File: src/rtl/wptr_report_coalescer.sv
module wptr_report_coalescer #(
  parameter int PTR_W          = 16,
  parameter int THR_CODE_W     = 4,
  parameter int TMO_CODE_W     = 5,
  parameter int TMO_CODE_MAX   = 20,
  parameter int TMO_SCALE_LOG2 = 10
) (
  input  logic                  clk,
  input  logic                  rst_n,
  input  logic                  entry_pulse,
  input  logic [PTR_W-1:0]      wptr_in,
  input  logic [THR_CODE_W-1:0] thr_code,
  input  logic [TMO_CODE_W-1:0] tmo_code,
  input  logic                  tmo_enable,
  output logic                  report_pulse,
  output logic [PTR_W-1:0]      report_wptr
);
  localparam int CW = 1 << THR_CODE_W;
  localparam int TW = TMO_CODE_MAX + TMO_SCALE_LOG2 + 1;

  logic [CW-1:0]         pend_cnt, cnt_nx, thr_val;
  logic [TW-1:0]         timer, tmo_lim;
  logic [TMO_CODE_W-1:0] code_c;
  logic                  thr_hit, tmo_hit, fire;

  assign thr_val = CW'(1) << thr_code;
  assign code_c  = (32'(tmo_code) > TMO_CODE_MAX) ? TMO_CODE_W'(TMO_CODE_MAX) : tmo_code;
  assign tmo_lim = TW'(1) << (32'(code_c) + TMO_SCALE_LOG2);
  assign cnt_nx  = pend_cnt + CW'(entry_pulse);
  assign thr_hit = (cnt_nx != '0) && (cnt_nx >= thr_val);
  assign tmo_hit = tmo_enable && (pend_cnt != '0) && (timer >= tmo_lim - TW'(1));
  assign fire    = thr_hit | tmo_hit;

  always_ff @(posedge clk) begin
    if (!rst_n) begin
      pend_cnt     <= '0;
      timer        <= '0;
      report_pulse <= 1'b0;
      report_wptr  <= '0;
    end else begin
      report_pulse <= fire;
      if (fire) report_wptr <= wptr_in;
      pend_cnt <= fire ? '0 : cnt_nx;
      if (fire || pend_cnt == '0) timer <= '0;
      else if (timer != '1)       timer <= timer + TW'(1);
    end
  end


  thr_bound_chk: assert property (@(posedge clk) disable iff (!rst_n)
    pend_cnt < $past(thr_val));


  immediate_rep_chk: assert property (@(posedge clk) disable iff (!rst_n)
    (entry_pulse && thr_code == '0) |=> (report_pulse && report_wptr == $past(wptr_in)));


  tmo_fire_chk: assert property (@(posedge clk) disable iff (!rst_n)
    (tmo_enable && pend_cnt != '0 && timer >= tmo_lim - TW'(1)) |=> report_pulse);


  tmo_off_chk: assert property (@(posedge clk) disable iff (!rst_n)
    (!tmo_enable && !entry_pulse && pend_cnt < thr_val) |=> !report_pulse);


  timer_idle_chk: assert property (@(posedge clk) disable iff (!rst_n)
    (timer != '0) |-> (pend_cnt != '0));


  cnt_clear_chk: assert property (@(posedge clk) disable iff (!rst_n)
    report_pulse |-> (pend_cnt == '0 && timer == '0));
endmodule

File: config.mk
export PLATFORM = sky130hd
export DESIGN_NAME = wptr_report_coalescer
export DESIGN_NICKNAME = d
export VERILOG_FILES = /design/src/rtl/wptr_report_coalescer.sv
export SDC_FILE = /design/constraint.sdc
export NUM_CORES = 1
export LEC_CHECK = 0
export BUFFER_PORTS_ARGS = -buffer_cell sky130_fd_sc_hd__buf_2
export CORE_MARGIN = 2
export CORE_UTILIZATION = 30
export DETAILED_ROUTE_END_ITERATION = 16
export HOLD_SLACK_MARGIN = 0.08
export PLACE_DENSITY = 0.51
export RECOVER_POWER = 50
export SYNTH_ARGS = -nofsm -noshare
export SYNTH_HDL_FRONTEND = slang
export SYNTH_SLANG_ARGS = --single-unit
File: constraint.sdc
create_clock -name clk -period 5.4 [get_ports clk]
set_clock_uncertainty 0.1 [all_clocks]
set_input_delay 0.27 -clock clk [delete_from_list [all_inputs] [get_ports clk]]
set_output_delay 0.27 -clock clk [all_outputs]
set_load 0.02 [all_outputs]
=== Yosys cells after proc, flatten, opt, wreduce, memory -nomap -nowiden ===
Cells that the tools add are included.

* Flip-flop bits (word level): 64
* Input port bits: 29
* Output and inout port bits: 17

* Add/subtract/negate cells: 4
* Magnitude comparators: 3
* Equality and inequality tests: 1
* Shifts and indexed selects: 2
* Muxes and demuxes: 1
* Bitwise gates (word level): 2
* Reduce and logical (&&, ||, !) cells: 9

{| class="wikitable"
|+ Operators by type and width
! kind !! count
|-
| nonzero test 16 bit || 2
|-
| adder 31 x 1 -> 31 bit (second input constant) || 1
|-
| >= comparator 31 bit || 1
|-
| inequality test 31 bit (second input constant) || 1
|-
| left shift 1 x 6 -> 31 bit (first input constant) || 1
|-
| subtractor 31 x 1 -> 31 bit (second input constant) || 1
|-
| adder 16 x 1 -> 16 bit || 1
|-
| >= comparator 16 bit || 1
|-
| logical NOT 16 bit || 1
|-
| left shift 1 x 4 -> 16 bit (first input constant) || 1
|-
| adder 5 x 4 -> 6 bit (second input constant) || 1
|-
| > comparator 5 bit (second input constant) || 1
|-
| two-way mux 5 bit || 1
|-
| OR reduction 2 bit || 2
|-
| logical AND 1 bit || 3
|-
| logical OR 1 bit || 1
|-
| inverter 1 bit || 1
|-
| bitwise OR 1 bit || 1
|}

=== Logic depth before layout (Yosys ltp) ===
* Word-level depth: 10
* Gate-level depth with buffers: 26

=== Worst setup path before layout ===
Ideal clock, no wire load.

* Kind: in2reg
* From: input tmo_code[4]
* To: register timer[1]
* Data arrival time: 5.180 ns
* Required time: 5.227 ns
* Path slack: 0.048 ns
* Stages: 25
* Path buffers: 5
* Cells stage by stage: clkbuf_1 -> o21ai_0 -> nand2_1 -> inv_1 -> ha_1 -> clkbuf_1 -> xnor2_1 -> nand2_1 -> nor2_1 -> nand3_1 -> ha_1 -> nand2_1 -> clkbuf_1 -> nor2_1 -> a31oi_1 -> ha_1 -> a21o_1 -> a21o_1 -> a221oi_1 -> nand3_1 -> o2111a_1 -> a211o_1 -> buf_6 -> buf_6 -> nor3b_2

* Cells in the longest elaborated chain, start to end: 10

{| class="wikitable"
|+ RTL lines
! what !! line !! RTL
|-
| from (decl) || 13 || <nowiki>input logic [TMO_CODE_W-1:0] tmo_code,</nowiki>
|-
| > comparator 5 bit || 27 || <nowiki>assign code_c = (32'(tmo_code) > TMO_CODE_MAX) ? TMO_CODE_W'(TMO_CODE_MAX) : tmo_code;</nowiki>
|-
| two-way mux 5 bit (*) || 27 ||
|-
| adder 5 x 4 -> 6 bit (*) || 28 || <nowiki>assign tmo_lim = TW'(1) << (32'(code_c) + TMO_SCALE_LOG2);</nowiki>
|-
| left shift 1 x 6 -> 31 bit (*) || 28 ||
|-
| subtractor 31 x 1 -> 31 bit (*) || 31 || <nowiki>assign tmo_hit = tmo_enable && (pend_cnt != '0) && (timer >= tmo_lim - TW'(1));</nowiki>
|-
| >= comparator 31 bit (*) || 31 ||
|-
| logical AND 1 bit (*) || 31 ||
|-
| bitwise OR 1 bit (*) || 32 || <nowiki>assign fire = thr_hit | tmo_hit;</nowiki>
|-
| logical OR 1 bit (*) || 44 || <nowiki>if (fire || pend_cnt == '0) timer <= '0;</nowiki>
|-
| OR reduction 2 bit (no source line) (*) || - ||
|-
| to (signal assigned) || 45 || <nowiki>else if (timer != '1) timer <= timer + TW'(1);</nowiki>
|-
| to (decl) || 22 || <nowiki>logic [TW-1:0] timer, tmo_lim;</nowiki>
|}

Every way passes the cells marked *; elsewhere a longest branch is shown, timed or not.
A chain may end at the register's enable or synchronous reset.

=== Worst setup path after layout ===
* From: input tmo_code[3]
* To: register timer[24]

Same word-level chain as after synthesis.

==> run_results.csv <==
group,metric,value,unit
outcome,status,"finished, final reports clean",
timing,finalHoldViolCount,0,
pwr,p_sw_share,30.7,%
cells_and_area,fill_cells,1693,
yosys,synth_nets,717,
pwr,ir_worst_vdd,0.116,mV
critical_path,path_class,"in -> reg",
yosys,synth_area_leaders,"dfxtp_1, ha_1, nand2_1",
pwr,p_leak,0.00250,uW
global_routing,grt_pass1_vias,4431,
floorplan,start_util,30.7,%
cells_and_area,n_antenna_cell,0,
placement,placed_cells,875,
yosys,synth_edf_count,0,
detailed_routing,drtAntennaViolNets,0,
timing,final-setup-viol-count,0,
clock_network,cts_max_level,3,
timing,period_share,88.2,%
yosys,ys_types,50,
global_routing,grt_first_pass_wirelength,21300,um
detailed_routing,via_count,4536,
placement,hpwl,9580,um
detailed_routing,drc,0,
floorplan,core_area,15800,um^2
critical_path,path_cells,"clkbuf_1, o21ai_1, nand2_1, inv_1, ha_1, xnor2_1, nand2_1, nor2_1, nand2_1, ha_1, nand2_2, nand3_1, o21ai_0, a21oi_1, ha_1, a2111oi_0, o21ai_0, a22oi_1, nand3_1, o2111a_1, a211o_1, buf_4, and4bb_1",
timing,tns,0,ns
global_routing,grt_usage,14.8,%
critical_path,crit_buf_inv,3,
critical_path,r2r-end,"timer[5]$_SDFFE_PP0P_",
critical_path,reg2regPathDepth,12,
yosys,ys.flop_type,"dfxtp_1",
cells_and_area,area.growth.synth_to_final,16.0,%
floorplan,io_pins,46,
yosys,yosysSeqAreaShare,26.4,%
critical_path,slowest_stage,"ha_1",
detailed_routing,totalWireLength,12400,um
worst_hold_path,hold_class,"in -> reg",
placement,place_congestion,0.842,
detailed_routing,via_per_inst,5.03,
worst_hold_path,hold_depth,3,
yosys,synth_cells,636,
pwr,pwr_density_cell,231,nW/um^2
pwr,power.switching,398,uW
cells_and_area,layout_commonest_cell,"nand2_1",
pwr,p_int,900,uW
cells_and_area,fin_nets,762,
timing,min_period,4.76,ns
critical_path,worstSetupStartpointType,"input pin",
worst_hold_path,hold_end,"report_wptr[13]$_SDFFE_PN0P_",
pwr,clkPwrFrac,39.6,%
clock_network,cts_tree,"done",
critical_path,path_delay_family,"compound AO/OA/AOI/OAI gates",
run,max_cap_viol_count,0,
yosys,ys_ff_latch,64,
floorplan,dieWidth,131,um
timing,report.final.slew_viol_count,0,
timing,relSlewSlack,56.3,%
clock_network,insertion_delay,0.33,ns
floorplan,row_count,46,
pwr,power_frac_seq,38.8,%
detailed_routing,wl_per_cell,13.7,um
yosys,netlist.area_leader.share,26.4,%
pwr,total_power,1300,uW
pwr,p_comb_share,21.6,%
timing,rsz0062_at_grt,"no",
critical_path,cp.required,5.57,ns
timing,worst-slew-pin-transition,0.649,ns
critical_path,cp.arrival,4.93,ns
yosys,synth_area,4860,um^2
floorplan,die_y,131,um
worst_hold_path,min-delay-start,"wptr_in[13]",
global_routing,grt_max_degree,35,
yosys,synth.largest_area_cell,"dfxtp_1",
critical_path,reg2reg_slack,1.56,ns
yosys,async_flop_share,0,%
detailed_routing,first_pass_iters,4,
critical_path,cp-end-kind,"flip-flop",
cells_and_area,drive_gt1_share,9.18,%
yosys,avgSynthCellArea,7.64,um^2
global_routing,grt_antenna_before_repair,0,
clock_network,clock_path_buffers,2,
clock_network,cts.clk_slew.worst_paths,0.06,ns
placement,port_buffers,45,
critical_path,rr_startpoint,"pend_cnt[2]$_SDFF_PP0_",
yosys,yosys_warnings,0,
floorplan,die_area,17200,um^2
clock_network,cts_root_buffer,"clkbuf_16",
global_routing,grt_overflow,0,
critical_path,path_max_fanout,16,
cells_and_area,instances_no_fill,902,
cells_and_area,mostFrequentLayoutCells,"nand2_1, nor2_1, dfxtp_1, ha_1, a21oi_1",
timing,whs,0.0961,ns
detailed_routing,drt_iter0_drc,140,
clock_network,cts_buffers,9,
timing,max_clock_freq,210,MHz
critical_path,cpPeakStageDelay,0.37,ns
clock_network,clock_sinks,64,
## tightest hold or removal path, cell delays in order
cell	delay, ns
buf_2	0.10
nand2_1	0.04
mux2i_1	0.06
## kinds of logic after synthesis
logic type | Yosys count | synth area share [%]
DFF | 64 | 26.4
AOI/OAI and AO/OA | 97 | 12.4
adders and majority gates | 52 | 13.4
muxes | 19 | 3.92
and+or+nand+nor | 307 | 30.4
buffers and inverters | 47 | 4.51
xor gates and xnor gates | 50 | 9.02
## per-stage QoR
step / cell area, um^2 / util (%) / worst slack (ns)
3_3_place_gp: 5280 / 33.3 / 0.374
4_1_cts: 5650 / 35.7 / 0.479
5_1_grt: 5630 / 35.6 / 0.0717
6_report: 5630 / 35.6 / 0.637
3_5_place_dp: 5280 / 33.3 / 0.162
2_1_floorplan: 4860 / - / 0.0476
## what timing repair did
item / 4_1_cts / 5_1_grt
hold buffers: 11 / 0
gates resized for setup: 0 / 2
hold endpoints to repair: 11 / 0
endpoints found under the setup margin: 0 / 59
setup buffers: 0 / 0
## flip-flops by register name, indices dropped and copies added, names as in the netlist
register	count
timer	31
pend_cnt	16
report_pulse	1
report_wptr	16
## layer usage
metal	vias to the layer above	wire (um)	global-route usage [%]
met2	84	5960	25.6
li1	2335	-	-
met1	2103	5730	18.5
met3	14	520	3.28
met4	0	168	4.29
met5	-	0	0
## cells in the mapped netlist, types with 9 or more instances
cell / n
clkbuf_1: 22
nand4_1: 16
nor2b_1: 18
a21oi_1: 35
ha_1: 52
xnor2_1: 22
o21ai_0: 24
and3_1: 9
mux2i_1: 19
nand2_1: 111
nor2_1: 65
nor4_1: 15
dfxtp_1: 64
xor2_1: 28
nand3_1: 28
nor3_1: 23
inv_1: 13
## power by group through the flow
stage / Clock [uW] / Combinational [uW] / Sequential, uW
global placement: 0 / 274 / 513
detailed placement: 0 / 281 / 513
global route: 550 / 315 / 506
finish: 514 / 281 / 504
floorplan: 0 / 178 / 533
CTS: 530 / 288 / 503
## layout make-up
| class | instances | area, um^2 | area share (%) |
|---|---|---|---|
| clock inverters | 6 | 36.3 | 0.644 |
| multi-input cells | 525 | 3370 | 59.8 |
| repair buffers | 67 | 395 | 7.02 |
| flip-flops and latches | 64 | 1280 | 22.7 |
| inverters | 14 | 52.6 | 0.933 |
| well taps | 216 | 270 | 4.80 |
| clock buffers | 10 | 229 | 4.06 |
## how the worst max path moves through the flow
stage                start                     end  slack, ns  cells after the start
2_1_floorplan  tmo_code[4]   timer[1]$_SDFFE_PP0P_       0.05                     25
3_3_place_gp   tmo_code[3]   timer[1]$_SDFFE_PP0P_       0.37                     22
3_5_place_dp   tmo_code[3]  timer[16]$_SDFFE_PP0P_       0.16                     23
4_1_cts        tmo_code[3]  timer[24]$_SDFFE_PP0P_       0.48                     23
5_1_grt        tmo_code[3]  timer[24]$_SDFFE_PP0P_       0.07                     23
6_report       tmo_code[3]  timer[24]$_SDFFE_PP0P_       0.64                     23
(Power assumes the default switching activity.)
